### src/rtl/spi_irq_pkg.sv
package spi_irq_pkg;
    localparam int STAT_W     = 17;
    localparam int LANE_W     = 4;
    localparam int MODCTL_W   = 4;
    localparam int SYSTEST_W  = 12;
    localparam int TEST_BIT   = 3;
    localparam int FORCE_BIT  = 11;
    localparam int TXE_OFS    = 0;
    localparam int RXF_OFS    = 2;
    localparam logic [STAT_W-1:0]   IMPL_MASK  = 17'h1777F;
    localparam logic [MODCTL_W-1:0] MODCTL_RST = 4'h4;

    typedef struct packed {
        logic [STAT_W-1:0]    enable;
        logic [MODCTL_W-1:0]  modctl;
        logic [SYSTEST_W-1:0] systest;
    } cfg_t;
endpackage

### src/rtl/spi_irq_evt_map.sv
module spi_irq_evt_map
    import spi_irq_pkg::*;
#(
    parameter int NUM_CH = 4
) (
    input  logic [NUM_CH-1:0] tx_evt,
    input  logic [NUM_CH-1:0] rx_evt,
    output logic [STAT_W-1:0] set_vec
);
    logic [NUM_CH-1:0][STAT_W-1:0] lane_bits;

    for (genvar g = 0; g < NUM_CH; g++) begin : g_lane
        always_comb begin
            lane_bits[g] = '0;
            lane_bits[g][g*LANE_W + TXE_OFS] = tx_evt[g];
            lane_bits[g][g*LANE_W + RXF_OFS] = rx_evt[g];
        end
    end

    always_comb begin
        set_vec = '0;
        for (int i = 0; i < NUM_CH; i++) begin
            set_vec = set_vec | lane_bits[i];
        end
    end
endmodule

### src/rtl/spi_irq_cfg_regs.sv
module spi_irq_cfg_regs
    import spi_irq_pkg::*;
(
    input  logic        clk,
    input  logic        rst_n,
    input  logic        wr_enable,
    input  logic        wr_modctl,
    input  logic        wr_systest,
    input  logic [31:0] wr_data,
    output cfg_t        cfg_o,
    output logic        force_o,
    output logic        clr_block_o
);
    cfg_t cfg_d, cfg_q;
    logic force_d;

    always_comb begin
        cfg_d   = cfg_q;
        force_d = 1'b0;
        if (wr_enable) begin
            cfg_d.enable = wr_data[STAT_W-1:0] & IMPL_MASK;
        end
        if (wr_modctl) begin
            cfg_d.modctl = wr_data[MODCTL_W-1:0];
            if (wr_data[TEST_BIT] && cfg_q.systest[FORCE_BIT]) begin
                force_d = 1'b1;
            end
        end
        if (wr_systest) begin
            cfg_d.systest = wr_data[SYSTEST_W-1:0];
            if (wr_data[FORCE_BIT] && cfg_q.modctl[TEST_BIT]) begin
                force_d = 1'b1;
            end
        end
    end

    always_ff @(posedge clk) begin
        if (!rst_n) begin
            cfg_q.enable  <= '0;
            cfg_q.modctl  <= MODCTL_RST;
            cfg_q.systest <= '0;
        end else begin
            cfg_q <= cfg_d;
        end
    end

    assign cfg_o       = cfg_q;
    assign force_o     = force_d;
    assign clr_block_o = cfg_q.modctl[TEST_BIT] & cfg_q.systest[FORCE_BIT];
endmodule

### src/rtl/spi_irq_stat_reg.sv
module spi_irq_stat_reg
    import spi_irq_pkg::*;
(
    input  logic              clk,
    input  logic              rst_n,
    input  logic [STAT_W-1:0] set_vec,
    input  logic              wr_stat,
    input  logic [31:0]       wr_data,
    input  logic              clr_block,
    input  logic              force_all,
    output logic [STAT_W-1:0] stat_o
);
    logic [STAT_W-1:0] stat_d, stat_q;
    logic [STAT_W-1:0] clr_vec;

    always_comb begin
        clr_vec = '0;
        if (wr_stat && !clr_block) begin
            clr_vec = wr_data[STAT_W-1:0];
        end
        // set sources are applied after the clear so an event wins
        stat_d = (stat_q & ~clr_vec) | (set_vec & IMPL_MASK);
        if (force_all) begin
            stat_d = stat_d | IMPL_MASK;
        end
    end

    always_ff @(posedge clk) begin
        if (!rst_n) begin
            stat_q <= '0;
        end else begin
            stat_q <= stat_d;
        end
    end

    assign stat_o = stat_q;
endmodule

### src/rtl/spi_irq_status.sv
module spi_irq_status
    import spi_irq_pkg::*;
#(
    parameter int NUM_CH = 4
) (
    input  logic              clk,
    input  logic              rst_n,
    input  logic [NUM_CH-1:0] tx_empty_evt,
    input  logic [NUM_CH-1:0] rx_full_evt,
    input  logic              wr_stat,
    input  logic              wr_enable,
    input  logic              wr_modctl,
    input  logic              wr_systest,
    input  logic [31:0]       wr_data,
    output logic [31:0]       stat_o,
    output logic [31:0]       enable_o,
    output logic [3:0]        modctl_o,
    output logic [11:0]       systest_o,
    output logic              irq_o
);
    localparam int PAD_W = 32 - STAT_W;

    logic [STAT_W-1:0] set_vec;
    logic [STAT_W-1:0] stat_q;
    cfg_t              cfg;
    logic              force_all;
    logic              clr_block;
    logic              irq_d, irq_q;

    spi_irq_evt_map #(.NUM_CH(NUM_CH)) u_map (
        .tx_evt  (tx_empty_evt),
        .rx_evt  (rx_full_evt),
        .set_vec (set_vec)
    );

    spi_irq_cfg_regs u_cfg (
        .clk         (clk),
        .rst_n       (rst_n),
        .wr_enable   (wr_enable),
        .wr_modctl   (wr_modctl),
        .wr_systest  (wr_systest),
        .wr_data     (wr_data),
        .cfg_o       (cfg),
        .force_o     (force_all),
        .clr_block_o (clr_block)
    );

    spi_irq_stat_reg u_stat (
        .clk       (clk),
        .rst_n     (rst_n),
        .set_vec   (set_vec),
        .wr_stat   (wr_stat),
        .wr_data   (wr_data),
        .clr_block (clr_block),
        .force_all (force_all),
        .stat_o    (stat_q)
    );

    always_comb begin
        irq_d = |(stat_q & cfg.enable);
    end

    always_ff @(posedge clk) begin
        if (!rst_n) begin
            irq_q <= 1'b0;
        end else begin
            irq_q <= irq_d;
        end
    end

    assign stat_o    = {{PAD_W{1'b0}}, stat_q};
    assign enable_o  = {{PAD_W{1'b0}}, cfg.enable};
    assign modctl_o  = cfg.modctl;
    assign systest_o = cfg.systest;
    assign irq_o     = irq_q;
endmodule

### config.mk
export PLATFORM = sky130hd
export DESIGN_NAME = spi_irq_status
export DESIGN_NICKNAME = d
export VERILOG_FILES = /design/src/rtl/spi_irq_pkg.sv /design/src/rtl/spi_irq_evt_map.sv /design/src/rtl/spi_irq_cfg_regs.sv /design/src/rtl/spi_irq_stat_reg.sv /design/src/rtl/spi_irq_status.sv
export SDC_FILE = /design/constraint.sdc
export NUM_CORES = 1
export LEC_CHECK = 0
export ABC_AREA = 1
export BUFFER_PORTS_ARGS = -buffer_cell sky130_fd_sc_hd__buf_2
export CELL_PAD_IN_SITES_DETAIL_PLACEMENT = 0
export CELL_PAD_IN_SITES_GLOBAL_PLACEMENT = 2
export CORE_MARGIN = 2
export CORE_UTILIZATION = 21
export DETAILED_ROUTE_END_ITERATION = 12
export MAX_ROUTING_LAYER = met4
export PLACE_DENSITY_LB_ADDON = 0.05
export SLEW_MARGIN = 20
export SYNTH_ARGS = -nofsm -noshare
export SYNTH_HDL_FRONTEND = slang
export SYNTH_SLANG_ARGS = --single-unit
### constraint.sdc
create_clock -name clk -period 1.1 [get_ports clk]
set_input_delay 0.22 -clock clk [delete_from_list [all_inputs] [get_ports clk]]
set_output_delay 0.22 -clock clk [all_outputs]
set_load 0.02 [all_outputs]
==> impl_metrics.yaml, run 1 <==
drt:
  detail-route-antenna-nets: 0
  dr_total_vias: 1822
  drc: 0
  dr.first_iter.drc_count: 44
  vias_per_cell: 4.03
  firstDrtPassIters: 4
  postRouteWirelength_microns: 6010
  wl_per_cell_microns: 13.3
floorplan:
  die_width_microns: 101
  ios: 127
  die_height_microns: 101
  core-area_sq_mm: 0.00920
  die_area_sq_mm: 0.0103
  start_util_pct: 21.6
  std_cell_rows: 35
sta:
  slew_viol_final: 0
  post-route-worst-setup-slack_ns: 0.0360
  setup_tns_ns: 0
  hold_slack_ns: 0.156
  finalSetupViolations: 0
  clock.fmax_ghz: 0.940
  rsz0062_at_grt: "yes"
  skew_ns: 0.0114
  finalHoldViolCount: 0
  post-route-period-util_pct: 96.7
  period_needed_ns: 1.06
worst_hold_path:
  min_from: "tx_empty_evt[0]"
  min_delay_path_depth: 3
  hp-class: "input port to flop"
  whs_endpoint: "u_stat.stat_o[0]"
cells_and_area:
  fin_util_pct: 28.3
  area_growth_pct: 31.1
  layout-drive-gt1-share_pct: 30.5
  diodes: 0
  final_nets: 386
global_routing:
  grt.total_usage_pct: 12.2
  grt-ovfl-total: 0
  first_global_vias: 1762
  antenna_found_initial: 0
  grt_pass1_wl_microns: 9180
  grt_max_degree: 28
flow_run:
  drv.max_cap_violation_count: 0
synthesis:
  synth_top_area_cell: "dfxtp_1"
  ys_seq_area_share_pct: 48.3
  netlist_area_sq_mm: 0.00199
  ys_types: 16
  synth-seq-cells: 48
  synth.area.top_cells: "dfxtp_1 (48%), buf_4 (12%), a21oi_1 (10%)"
  synth_most_common_cell: "dfxtp_1"
  synth_top_area_share_pct: 48.3
  syn_avg_cell_area_sq_um: 7.77
  synth_common_cells: "dfxtp_1 (48), a21oi_1 (40), o21ai_0 (39)"
  yosysWarnings: 0
  synth-edff-count: 0
  synth_cells: 256
  dominantRegCellSynth: "dfxtp_1"
  async_flop_share_pct: 0
critical_path:
  crit_type: "flop to output port"
  path_delay_family: "flip-flops"
  regToRegSetupSlack_ns: 0.08
  worst-path-buf-inv: 1
  max_stage_delay_ns: 0.36
  crit_arrival_ns: 0.84
  r2r_cells: 5
  rr_startpoint: "u_cfg.cfg_o[15]"
  path_cells: "buf_2"
  rr_endpoint: "u_stat.stat_o[3]"
  cp-start-kind: "flop"
  end_kind: "output port"
  required_ns: 0.88
  critPathSlowestCell: "dfxtp_1"
  cp_max_fo: 3
place:
  routabilityCongestion: 0.692
  dp_hpwl_microns: 4390
  port_buffers: 78
  pre_cts_ws_ns: 0.0742
clocking:
  numCtsBuffers: 5
  post_cts_buffers: 0
  cts_buffer_depth: 2
  clock_latency_ns: 0.30
  clock_sinks: 48
  cts-root-buf: "clkbuf_8"
  cts_tree: "built"
  htreeDepth: 2
  path_clk_slew_ns: 0.10
  postCtsHoldBufs: 0
pwr:
  p_leak_nw: 1.34
  total_power_mw: 3.94
  power_density_mw_per_mm2: 1510
  ir_drop_v: 0.000569
run_status:
  outcome: "finished, final reports clean"
-- placed cells by master, fill, tap and decap left out, drive strengths merged --
cell,instances
clkbuf,6
conb,33
nand2,37
bufinv,1
nor2,19
a21oi,40
clkinv,2
buf,88
o211ai,1
nand3,4
dfxtp,48
o21ai,40
inv,22
-- logic make-up after synthesis --
kind of cell           after synthesis  synth area share [%]
AO/OA/AOI/OAI                       81                  21.1
buffers and inverters               66                  18.8
AND/OR/NAND/NOR                     60                  11.6
flip-flops                          48                  48.3
other                                1                 0.189
-- per-layer routing --
metal	global-route usage, %	share of wire [%]	wire length (microns)
met3	2.76	4.5	273
met5	-	0	0
met4	3.74	1.3	80
met1	15.6	48	2900
met2	19.4	46	2750
-- tightest hold or removal path: cells and delay by family --
family / cells / cell delay, ns
AO/OA/AOI/OAI: 1 / 0.10
buffers and inverters: 1 / 0.08
AND/OR/NAND/NOR: 1 / 0.03
-- power breakdown --
part           internal (mW)  switching, mW  total, mW
Clock                  0.676          0.611       1.29
Combinational          0.242          0.488      0.730
Sequential              1.85         0.0707       1.92
Total                   2.77           1.17       3.94
-- repair_timing --
item / CTS / global route
cloned: 0 / 0
gates resized for setup: 2 / 21
setup endpoints to repair: 2 / 27
-- per-stage QoR --
step	cell area [sq um]	std cells
floorplan	2110	288
global placement	2450	444
detailed placement	2450	444
CTS	2560	452
global route	2610	452
finish	2610	452
-- layout make-up --
type	count	area, sq um
inverter	23	86.3
clock buffer	6	72.6
multi-input combinational	174	773
sequential	48	970
fill	1057	6590
clock inverter	2	35.0
timing repair buffer	88	531
tap	111	139
-- flip-flops by register name, summed over array words and instances, names as in the netlist --
signal         flops
irq_o              1
u_stat.stat_o     17
u_cfg.cfg_o       30
-- worst max-delay path by stage --
stage / from / to / slack (ns) / cells after the start
after floorplan: u_cfg.cfg_o[15] / u_stat.stat_o[4] / 0.05 / 5
after global placement: wr_systest / u_stat.stat_o[6] / 0.07 / 6
after detailed placement: wr_systest / u_stat.stat_o[8] / 0.07 / 6
after CTS: u_stat.stat_o[2] / stat_o[2] / 0.0005 / 1
after global routing: u_cfg.cfg_o[15] / u_stat.stat_o[3] / -0.03 / 5
final: u_stat.stat_o[5] / stat_o[5] / 0.04 / 1
No activity file was read; power rests on OpenSTA's default activity.
==> run 2: changes to the inputs <==
CORE_UTILIZATION = 23   (was 21)
SLEW_MARGIN = default   (was 20)
clock period = 1.3 ns   (was 1.1 ns; I/O delays follow)
==> impl_metrics.yaml, run 2 (synthesis gave the netlist of run 1 again) <==
run_status:
  outcome: "finished, final reports clean"
critical_path:
  critPathSlowestCell: "dfxtp_1"
  cp-start-kind: "flop"
  crit_arrival_ns: 0.86
  crit_type: "flop to output port"
  worst-path-buf-inv: 1
  required_ns: 1.04
  cp_max_fo: 3
  cp.depth: 1
  path_cells: "buf_2"
  endpoint: "enable_o[3]"
  setup.worst_path.start: "u_cfg.cfg_o[19]"
  rr_endpoint: "u_stat.stat_o[10]"
  path_delay_family: "flip-flops"
  regToRegSetupSlack_ns: 0.24
  r2r_cells: 5
  rr_startpoint: "u_cfg.cfg_o[15]"
  end_kind: "output port"
  max_stage_delay_ns: 0.37
drt:
  vias_per_cell: 4.04
  postRouteWirelength_microns: 5830
  firstDrtPassIters: 4
  wl_per_cell_microns: 13.0
  detail-route-antenna-nets: 0
  dr.first_iter.drc_count: 19
  dr_total_vias: 1806
  drc: 0
global_routing:
  grt.total_usage_pct: 12.5
  antenna_found_initial: 0
  grt-ovfl-total: 0
  grt_max_degree: 28
  first_global_vias: 1702
  grt_pass1_wl_microns: 9090
clocking:
  cts_buffer_depth: 2
  clock_sinks: 48
  htreeDepth: 2
  clock_latency_ns: 0.29
  numCtsBuffers: 5
  cts-root-buf: "clkbuf_8"
  cts_tree: "built"
  path_clk_slew_ns: 0.10
cells_and_area:
  final_nets: 387
  diodes: 0
  final_cell_mix: "buf_2 (78), dfxtp_1 (48), a21oi_1 (40), o21ai_0 (39), nand2_1 (37)"
  final_common_cell: "buf_2"
  layout-drive-gt1-share_pct: 28.9
  largest_reg_flops: 30
  fin_util_pct: 30.5
  area_growth_pct: 27.3
place:
  pre_cts_ws_ns: 0.111
  port_buffers: 78
  routabilityCongestion: 0.749
  dp_hpwl_microns: 4380
floorplan:
  ios: 127
  start_util_pct: 24.0
  die_width_microns: 97.0
  std_cell_rows: 33
  die_area_sq_mm: 0.00940
  die_height_microns: 97.0
  core-area_sq_mm: 0.00830
sta:
  rsz0062_at_grt: "no"
  post-route-worst-setup-slack_ns: 0.184
  skew_ns: 0.00831
  finalHoldViolCount: 0
  period_needed_ns: 1.12
  finalSetupViolations: 0
  post-route-period-util_pct: 85.8
  clock.fmax_ghz: 0.896
  setup_tns_ns: 0
  slew_viol_final: 0
worst_hold_path:
  hp-class: "input port to flop"
  min_from: "tx_empty_evt[1]"
pwr:
  ir_drop_v: 0.000390
  power_density_mw_per_mm2: 1250
  p_leak_nw: 1.33
flow_run:
  drv.max_cap_violation_count: 0
## run 2: cell types whose count changed in the layout (fill, tap and decap cells not counted), moves of 2 or more
cell and delta:
o21ai_1 -2, o21ai_0 +2, dfxtp_2 -7, buf_2 +16, buf_4 -14, dfxtp_1 +7
## run 2: metal layers
layer / GRT usage (%) / routed length [microns] / up-vias
met1: 16.4 / 2790 / 810
met4: 2.93 / 40 / 0
li1: - / - / 931
met5: - / 0 / -
met3: 2.60 / 296 / 2
met2: 19.7 / 2700 / 63
## run 2: metrics by stage
step / std cells / area [sq um] / hold WS [ns] / power (mW)
2_1_floorplan: 288 / 2110 / 0.350 / 2.09
3_3_place_gp: 435 / 2410 / 0.439 / 2.25
3_5_place_dp: 435 / 2410 / 0.447 / 2.25
4_1_cts: 443 / 2500 / 0.183 / 3.23
5_1_grt: 447 / 2530 / 0.205 / 3.33
6_report: 447 / 2530 / 0.196 / 3.16
## run 2: worst min path at each step
stage,endpoint,depth (start not counted)
floorplan,u_cfg.cfg_o[12],1
global placement,u_stat.stat_o[15],2
detailed placement,u_stat.stat_o[11],2
CTS,u_stat.stat_o[4],3
global route,u_stat.stat_o[6],3
finish,u_stat.stat_o[4],3
## run 2: power breakdown
group / leakage (nW) / internal [mW] / switching (mW)
Combinational: 0.878 / 0.183 / 0.412
Sequential: 0.398 / 1.57 / 0.0553
Clock: 0.0510 / 0.426 / 0.519
Total: 1.33 / 2.17 / 0.986
## run 2: what timing repair did
item	4_1_cts	5_1_grt
hold buffers	0	0
endpoints found under the hold margin	0	0
buffers inserted	0	4
resized for setup	0	0
setup endpoints to repair	0	6
## run 2: worst min-delay path, stage by stage
cell,delay (ns)
buf_2,0.08
nor2_1,0.03
a21oi_1,0.09
## run 2: cell type report
type,instances,area (sq um)
fill,956,5770
timing repair buffer,89,485
sequential,48,961
tap,105,131
clock buffer,6,82.6
multi-input combinational,174,773
inverter,23,86.3
clock inverter,2,10.0
